$ cat src/rtl/kp_pkg.sv
package kp_pkg;
    typedef enum logic [1:0] {
        ST_SCAN = 2'd0,
        ST_HAVE = 2'd1,
        ST_REL  = 2'd2
    } kp_state_e;
endpackage

$ cat src/rtl/kp_sync.sv
module kp_sync #(
    parameter int W      = 4,
    parameter int STAGES = 2
) (
    input  logic         clk,
    input  logic         rst_n,
    input  logic [W-1:0] d_i,
    output logic [W-1:0] q_o
);
    logic [W-1:0] stg_q [STAGES];

    generate
        for (genvar s = 0; s < STAGES; s++) begin : g_stage
            always_ff @(posedge clk or negedge rst_n) begin
                if (!rst_n) begin
                    stg_q[s] <= '1;
                end else if (s == 0) begin
                    stg_q[s] <= d_i;
                end else begin
                    stg_q[s] <= stg_q[(s == 0) ? 0 : s-1];
                end
            end
        end
    endgenerate

    assign q_o = stg_q[STAGES-1];
endmodule

$ cat src/rtl/kp_code_rom.sv
module kp_code_rom #(
    parameter int NCOLS  = 4,
    parameter int NROWS  = 4,
    parameter int CODE_W = 4,
    localparam int CW    = $clog2(NCOLS)
) (
    input  logic [CW-1:0]    col_i,
    input  logic [NROWS-1:0] rows_act_i,
    output logic [CODE_W:0]  entry_o
);
    // Table addressed by {column, active rows}; computed rather than stored.
    always_comb begin
        int hits;
        int row_idx;
        hits    = 0;
        row_idx = 0;
        for (int r = 0; r < NROWS; r++) begin
            if (rows_act_i[r]) begin
                hits    = hits + 1;
                row_idx = r;
            end
        end
        entry_o[CODE_W]     = (hits == 1);
        entry_o[CODE_W-1:0] = (hits == 1) ? CODE_W'(row_idx * NCOLS + int'(col_i)) : '0;
    end
endmodule

$ cat src/rtl/kp_ctrl.sv
module kp_ctrl
    import kp_pkg::*;
#(
    parameter int NCOLS      = 4,
    parameter int NROWS      = 4,
    parameter int CODE_W     = 4,
    parameter int DWELL      = 4,
    parameter int REL_CYCLES = 16,
    localparam int CW        = $clog2(NCOLS),
    localparam int DW        = $clog2(DWELL),
    localparam int RW        = $clog2(REL_CYCLES)
) (
    input  logic              clk,
    input  logic              rst_n,
    input  logic [NROWS-1:0]  rows_act_i,
    input  logic [CODE_W:0]   entry_i,
    input  logic              ack_i,
    output logic [CW-1:0]     col_o,
    output logic              drive_all_o,
    output logic [CODE_W-1:0] code_o,
    output logic              press_o
);
    localparam logic [CW-1:0] COL_LAST   = CW'(NCOLS - 1);
    localparam logic [DW-1:0] DWELL_LAST = DW'(DWELL - 1);
    localparam logic [RW-1:0] REL_LAST   = RW'(REL_CYCLES - 1);

    typedef struct packed {
        kp_state_e         state;
        logic [CW-1:0]     col;
        logic [DW-1:0]     dwell;
        logic [RW-1:0]     rel;
        logic [CODE_W-1:0] code;
        logic              press;
    } ctrl_t;

    ctrl_t st_d, st_q;

    always_comb begin
        st_d = st_q;
        unique case (st_q.state)
            ST_SCAN: begin
                if (st_q.dwell == DWELL_LAST) begin
                    st_d.dwell = '0;
                    if (entry_i[CODE_W]) begin
                        st_d.state = ST_HAVE;
                        st_d.code  = entry_i[CODE_W-1:0];
                        st_d.press = 1'b1;
                    end else begin
                        st_d.col = (st_q.col == COL_LAST) ? '0 : st_q.col + 1'b1;
                    end
                end else begin
                    st_d.dwell = st_q.dwell + 1'b1;
                end
            end
            ST_HAVE: begin
                if (ack_i) begin
                    st_d.state = ST_REL;
                    st_d.press = 1'b0;
                    st_d.rel   = '0;
                end
            end
            ST_REL: begin
                if (|rows_act_i) begin
                    st_d.rel = '0;
                end else if (st_q.rel == REL_LAST) begin
                    st_d.state = ST_SCAN;
                    st_d.col   = '0;
                    st_d.dwell = '0;
                end else begin
                    st_d.rel = st_q.rel + 1'b1;
                end
            end
            default: st_d.state = ST_SCAN;
        endcase
    end

    always_ff @(posedge clk or negedge rst_n) begin
        if (!rst_n) begin
            st_q <= '{state: ST_SCAN, col: '0, dwell: '0, rel: '0, code: '0, press: 1'b0};
        end else begin
            st_q <= st_d;
        end
    end

    assign col_o       = st_q.col;
    assign drive_all_o = (st_q.state == ST_REL);
    assign code_o      = st_q.code;
    assign press_o     = st_q.press;
endmodule

$ cat src/rtl/keypad_scanner.sv
module keypad_scanner #(
    parameter int NCOLS      = 4,
    parameter int NROWS      = 4,
    parameter int CODE_W     = 4,
    parameter int DWELL      = 4,
    parameter int REL_CYCLES = 16,
    parameter int SYNC_STG   = 2
) (
    input  logic              clk,
    input  logic              rst_n,
    input  logic [NROWS-1:0]  row_n_i,
    input  logic              key_ack_i,
    output logic [NCOLS-1:0]  col_n_o,
    output logic [CODE_W-1:0] key_code_o,
    output logic              key_press_o
);
    localparam int CW = $clog2(NCOLS);

    logic [NROWS-1:0] row_n_s;
    logic [NROWS-1:0] rows_act;
    logic [CODE_W:0]  entry;
    logic [CW-1:0]    col_idx;
    logic             drive_all;

    kp_sync #(.W(NROWS), .STAGES(SYNC_STG)) u_sync (
        .clk   (clk),
        .rst_n (rst_n),
        .d_i   (row_n_i),
        .q_o   (row_n_s)
    );

    assign rows_act = ~row_n_s;

    kp_code_rom #(.NCOLS(NCOLS), .NROWS(NROWS), .CODE_W(CODE_W)) u_rom (
        .col_i      (col_idx),
        .rows_act_i (rows_act),
        .entry_o    (entry)
    );

    kp_ctrl #(
        .NCOLS(NCOLS), .NROWS(NROWS), .CODE_W(CODE_W),
        .DWELL(DWELL), .REL_CYCLES(REL_CYCLES)
    ) u_ctrl (
        .clk         (clk),
        .rst_n       (rst_n),
        .rows_act_i  (rows_act),
        .entry_i     (entry),
        .ack_i       (key_ack_i),
        .col_o       (col_idx),
        .drive_all_o (drive_all),
        .code_o      (key_code_o),
        .press_o     (key_press_o)
    );

    always_comb begin
        for (int c = 0; c < NCOLS; c++) begin
            col_n_o[c] = drive_all ? 1'b0 : (CW'(c) != col_idx);
        end
    end
endmodule

$ cat config.mk
export PLATFORM = sky130hd
export DESIGN_NAME = keypad_scanner
export DESIGN_NICKNAME = d
export VERILOG_FILES = /design/src/rtl/kp_pkg.sv /design/src/rtl/kp_sync.sv /design/src/rtl/kp_code_rom.sv /design/src/rtl/kp_ctrl.sv /design/src/rtl/keypad_scanner.sv
export SDC_FILE = /design/constraint.sdc
export NUM_CORES = 1
export LEC_CHECK = 0
export CELL_PAD_IN_SITES_DETAIL_PLACEMENT = 1
export CELL_PAD_IN_SITES_GLOBAL_PLACEMENT = 1
export CORE_ASPECT_RATIO = 1.1
export CORE_MARGIN = 1.5
export CORE_UTILIZATION = 30
export CTS_BUF_LIST = sky130_fd_sc_hd__clkbuf_2
export CTS_CLUSTER_DIAMETER = 30
export DETAILED_ROUTE_END_ITERATION = 10
export PLACE_DENSITY = 0.66
export SYNTH_ARGS = -nofsm -noshare
export SYNTH_HDL_FRONTEND = slang
export SYNTH_SLANG_ARGS = --single-unit
$ cat constraint.sdc
create_clock -name clk -period 8.28 [get_ports clk]
set_clock_uncertainty 0.15 [all_clocks]
set_input_delay 2.07 -clock clk [delete_from_list [all_inputs] [get_ports clk]]
set_output_delay 2.07 -clock clk [all_outputs]
set_load 0.005 [all_outputs]
==> flow_summary.ini, run 1 <==
[setup_path]
r2r-end = u_ctrl.st_q[14]
path_class = reg -> out
crit_fanout = 13
reg2reg_slack_ns = 5.41
r2r_start = u_sync.q_o[0]
end_kind = primary output
crit_arrival_ns = 1.89
path_cells = inv_1, ha_1, nor2_1, clkdlybuf4s50_1
slowest_stage = clkdlybuf4s50_1
worstRegToRegCells = 9
critical-path-max-stage-delay_ns = 0.46
worstPathRequired_ns = 6.06
start_kind = register

[cts]
cts_hold_buffers = 0
cts_tree = built
path_clk_slew_ns = 0.23
clk_latency_ns = 0.34
cts_setup_buffers = 0
cts_buffers = 3
ctsResizeCount = 0
clk_path_buf_depth = 2
h-tree-depth = 1
cts_root_buffer = clkbuf_2
clkSinkCount = 23

[synthesis]
async_flop_share_pct = 100
netlist_instances = 124
synthesis.area_um2 = 1320
yosysWarnings = 0
synth-main-ff-cell = dfrtp_1
yosysSeqAreaShare_pct = 44.3
synth_edf_count = 0
synth_cell_type_count = 39
synth_fp_nets = 144
yosys_register_bits = 23
avgSynthCellArea_um2 = 10.7

[die]
pin_count = 16
start_util_pct = 31.1
die_w_um = 66.3
dieHeight_um = 72.6
rows = 25
dieArea_um2 = 4810
core_area_um2 = 4250

[power_and_ir_drop]
p_int_mw = 0.251
comb_power_share_pct = 50.8
switching_power_mw = 0.164
finalPower_mw = 0.415
power.density_nw_per_um2 = 274
p_leak_nw = 0.664
seq_power_share_pct = 37.8
p_clk_share_pct = 11.4
switching_share_pct = 39.5
irDropWorstVdd_uv = 67.8

[drt]
drt_iter0_drc = 24
drtAntennaViolNets = 0
drcViolationCount = 0
vias = 930
drt_wl_total_mm = 2.55
first_pass_iters = 4
wl_per_cell_um = 13.4
vias_per_cell = 4.87

[placement]
dpl.hpwl_mm = 1.95
place_area_um2 = 1490
gp_congestion = 0.736
portBuffers = 15

[sta]
final.setup.tns_ns = 0
max_slew_margin_pct = 30.6
period_share_pct = 49.6
period_minus_slack_ns = 4.11
slew_viol_final = 0
rsz0062_at_grt = no
finalSetupViolCount = 0
worst_slew_pin_slew_ns = 1.04
max_freq_mhz = 243
finalHoldViolations = 0

[global_route]
grt_max_degree = 24
grt_pass1_wl_mm = 4.44
grt_pass1_vias = 964
grt_overflow = 0
grt_usage_pct = 12.0
antenna_found_initial = 0

[final_layout]
layout.nets = 158
area_growth_pct = 14.6
fin_area_um2 = 1510
final_cell_mix = 15 x clkdlybuf4s50_1, 15 x dfrtp_1, 13 x ha_1
antenna_cells = 0
utilization_pct = 35.6
layout-drive-gt1-share_pct = 15.3

[worst_hold_path]
hold_path_class = reg -> reg
worstHoldStart = u_sync.stg_q[4]
holdPathStages = 0
hold_end = u_sync.q_o[0]

[status]
status = completed

[flow_run]
cap_violations = 0
state kept, by name, summed over array words and instances (netlist names):
name,cells
u_ctrl.col_o,2
u_sync.q_o,4
u_ctrl.press_o,1
u_ctrl.code_o,4
u_ctrl.st_q,8
u_sync.stg_q,4
worst max path at each step:
stage	cells after the start	slack, ns	to	start
detailed placement	5	4.49	u_ctrl.st_q[7]	key_ack_i
floorplan	4	5.07	col_n_o[0]	u_ctrl.st_q[13]
global placement	5	4.57	u_ctrl.st_q[7]	key_ack_i
global route	4	4.05	col_n_o[3]	u_ctrl.st_q[13]
finish	4	4.17	col_n_o[1]	u_ctrl.st_q[13]
CTS	4	4.14	col_n_o[1]	u_ctrl.st_q[13]
cell type report:
cell class,instances,area [um2]
well taps,54,67.6
clock buffers,3,15.0
multi-input cells,84,649
inverters,11,41.3
flip-flops and latches,23,586
fillers,512,2740
repair buffers,15,150
clock inverters,1,5.00
synthesized netlist by cell type (2+ instances only):
cell / instances / area share, %
dfstp_2: 8 / 16
nor3_1: 2 / 0.76
ha_1: 13 / 12
a31oi_1: 2 / 0.95
nand2b_1: 3 / 1.4
mux2_4: 4 / 4.5
dfrtp_1: 15 / 28
nand2_1: 10 / 2.8
xnor2_1: 3 / 2.0
buf_4: 4 / 2.3
nor2_1: 10 / 2.8
inv_1: 10 / 2.8
o22ai_1: 3 / 1.4
o21ai_1: 3 / 1.1
nor4b_1: 2 / 1.3
nand4_1: 2 / 0.95
a21oi_1: 2 / 0.76
mux2i_1: 2 / 1.5
o21ai_0: 6 / 2.3
stage by stage:
step                setup WS (ns)  hold slack (ns)  instances
floorplan                    5.07            0.195        124
global placement             4.57            0.195        187
detailed placement           4.49            0.197        187
CTS                          4.14            0.217        191
global route                 4.05            0.206        191
finish                       4.17            0.222        191
per-layer routing:
layer  vias to the layer above  wire length (um)  GRT usage [%]  part of all wire [%]
met5                         -                 0              0                     0
met4                         0                25           4.76                  0.98
met3                         2                80           1.85                   3.1
met2                        18              1330           21.8                    52
met1                       453              1110           14.1                    44
li1                        457                 -              -                     -
power by group through the flow:
stage / Sequential [mW] / Clock [mW] / Combinational [mW]
after detailed placement: 0.160 / 0 / 0.212
final: 0.157 / 0.0471 / 0.211
after floorplan: 0.154 / 0 / 0.147
after global placement: 0.158 / 0 / 0.203
after CTS: 0.158 / 0.0508 / 0.213
after global routing: 0.162 / 0.0522 / 0.236
critical path: cells and delay by family (launching register included):
family                   cells  cell delay [ns]
buffers and inverters        2             0.56
flip-flops                   1             0.43
AND/OR/NAND/NOR              1             0.10
adder cells (fa/ha/maj)      1             0.45
kinds of logic (layout without fill, tap and decap cells):
| group | count (synthesis) | in the layout | synth area share (%) |
|---|---|---|---|
| XOR/XNOR | 3 | 3 | 1.99 |
| AND/OR/NAND/NOR | 39 | 39 | 17.3 |
| flip-flops | 23 | 23 | 44.3 |
| AO/OA/AOI/OAI | 23 | 23 | 11.5 |
| adder cells (fa/ha/maj) | 13 | 13 | 12.3 |
| multiplexers | 6 | 6 | 6.06 |
| buffers and inverters | 17 | 30 | 6.53 |
No activity file was read; power rests on OpenSTA's default activity.
==> inputs of run 2 (changes only) <==
Settings changed: PLACE_DENSITY 0.66 to 0.68.
Clock period 8.28 ns to 3.4 ns, I/O delays scaled along.
==> flow_summary.ini, run 2 (synthesis gave the netlist of run 1 again) <==
[status]
status = completed

[cts]
clkSinkCount = 23
path_clk_slew_ns = 0.22
cts_setup_buffers = 0
clk_path_buf_depth = 2
h-tree-depth = 1
cts_hold_buffers = 0
ctsResizeCount = 0
cts_root_buffer = clkbuf_2
clk_latency_ns = 0.33
cts_buffers = 3
cts_tree = built

[sta]
max_slew_margin_pct = 48.6
max_freq_mhz = 346
rsz0062_at_grt = no
worst_slew_pin_slew_ns = 0.768
finalHoldViolations = 0
period_share_pct = 84.9
period_minus_slack_ns = 2.89
slew_viol_final = 0
finalSetupViolCount = 0
final.setup.tns_ns = 0

[setup_path]
critical-path-max-stage-delay_ns = 0.47
crit_fanout = 13
cp.depth = 4
cp-startpoint = u_ctrl.st_q[13]
end_kind = primary output
slowest_stage = clkdlybuf4s50_1
path_class = reg -> out
start_kind = register
r2r-end = u_ctrl.code_o[1]
reg2reg_slack_ns = 0.55
worstPathRequired_ns = 2.40
worstRegToRegCells = 9
path_cells = inv_1, ha_1, nor2_1, clkdlybuf4s50_1
crit_arrival_ns = 1.89
path_delay_family = buffers and inverters
crit_buf_inv = 2
r2r_start = u_sync.q_o[0]
cp-endpoint = col_n_o[1]

[power_and_ir_drop]
seq_power_share_pct = 38.0
p_clk_share_pct = 10.8
irDropWorstVdd_uv = 161
switching_share_pct = 39.7
power.density_nw_per_um2 = 667
p_int_mw = 0.612
comb_power_share_pct = 51.2
switching_power_mw = 0.403
p_leak_nw = 0.669
finalPower_mw = 1.01

[final_layout]
largest_register = u_ctrl.st_q
utilization_pct = 35.8
layout-drive-gt1-share_pct = 15.9
fillerInstances = 511
antenna_cells = 0
final_cell_mix = 15 x clkdlybuf4s50_1, 15 x dfrtp_1, 13 x ha_1
layout.nets = 159
largest_register_ffs = 8
area_growth_pct = 15.2

[global_route]
grt_overflow = 0
grt_max_degree = 17
grt_usage_pct = 13.4
grt_pass1_wl_mm = 4.88
antenna_found_initial = 0
grt_pass1_vias = 1074

[drt]
drt_wl_total_mm = 2.86
drt_iter0_drc = 32
wl_per_cell_um = 14.9
drcViolationCount = 0
vias_per_cell = 5.09
drtAntennaViolNets = 0
vias = 978
first_pass_iters = 4

[die]
rows = 25
dieHeight_um = 72.6
start_util_pct = 31.1
die_w_um = 66.3
dieArea_um2 = 4810
core_area_um2 = 4250
pin_count = 16

[placement]
portBuffers = 15
gp_congestion = 0.803
dpl.hpwl_mm = 2.26

[flow_run]
cap_violations = 0

[worst_hold_path]
hold_path_class = reg -> reg
run 2: cell types whose count changed in the layout (fill, tap and decap cells not counted), sizes merged:
cell	change
buf	+1
run 2: cell type report:
class	count	area, um2	area share, %
clock inverter	1	5.00	0.329
clock buffer	3	15.0	0.987
sequential	23	586	38.5
inverter	11	41.3	2.71
timing repair buffer	16	158	10.4
multi-input combinational	84	649	42.7
tap	54	67.6	4.44
run 2: metal layers:
| metal | vias to the layer above | track usage, % | wire (um) |
|---|---|---|---|
| li1 | 461 | - | - |
| met1 | 490 | 14.1 | 1170 |
| met2 | 20 | 25.8 | 1570 |
| met4 | 0 | 5.67 | 52 |
| met3 | 7 | 2.16 | 68 |
| met5 | - | 0 | 0 |
run 2: how the worst min path moves through the flow:
stage | end | from | cells past startpoint
6_report | u_sync.q_o[2] | u_sync.stg_q[6] | 0
2_1_floorplan | u_sync.q_o[0] | u_sync.stg_q[4] | 0
4_1_cts | u_sync.q_o[3] | u_sync.stg_q[7] | 0
3_5_place_dp | u_sync.q_o[2] | u_sync.stg_q[6] | 0
5_1_grt | u_sync.q_o[0] | u_sync.stg_q[4] | 0
3_3_place_gp | u_sync.q_o[3] | u_sync.stg_q[7] | 0
run 2: power groups by stage:
stage	sequential (mW)	combinational, mW	clock, mW
3_5_place_dp	0.393	0.530	0
5_1_grt	0.394	0.584	0.130
2_1_floorplan	0.375	0.357	0
3_3_place_gp	0.386	0.491	0
6_report	0.385	0.520	0.110
4_1_cts	0.387	0.532	0.120
run 2: through the flow:
| step | instances | hold slack (ns) | cell area, um2 | setup slack (ns) |
|---|---|---|---|---|
| after CTS | 192 | 0.225 | 1520 | 0.467 |
| after global routing | 192 | 0.230 | 1520 | 0.354 |
| after floorplan | 124 | 0.195 | 1320 | 0.739 |
| after detailed placement | 188 | 0.197 | 1500 | 0.546 |
| final | 192 | 0.221 | 1520 | 0.512 |
| after global placement | 188 | 0.195 | 1500 | 0.674 |
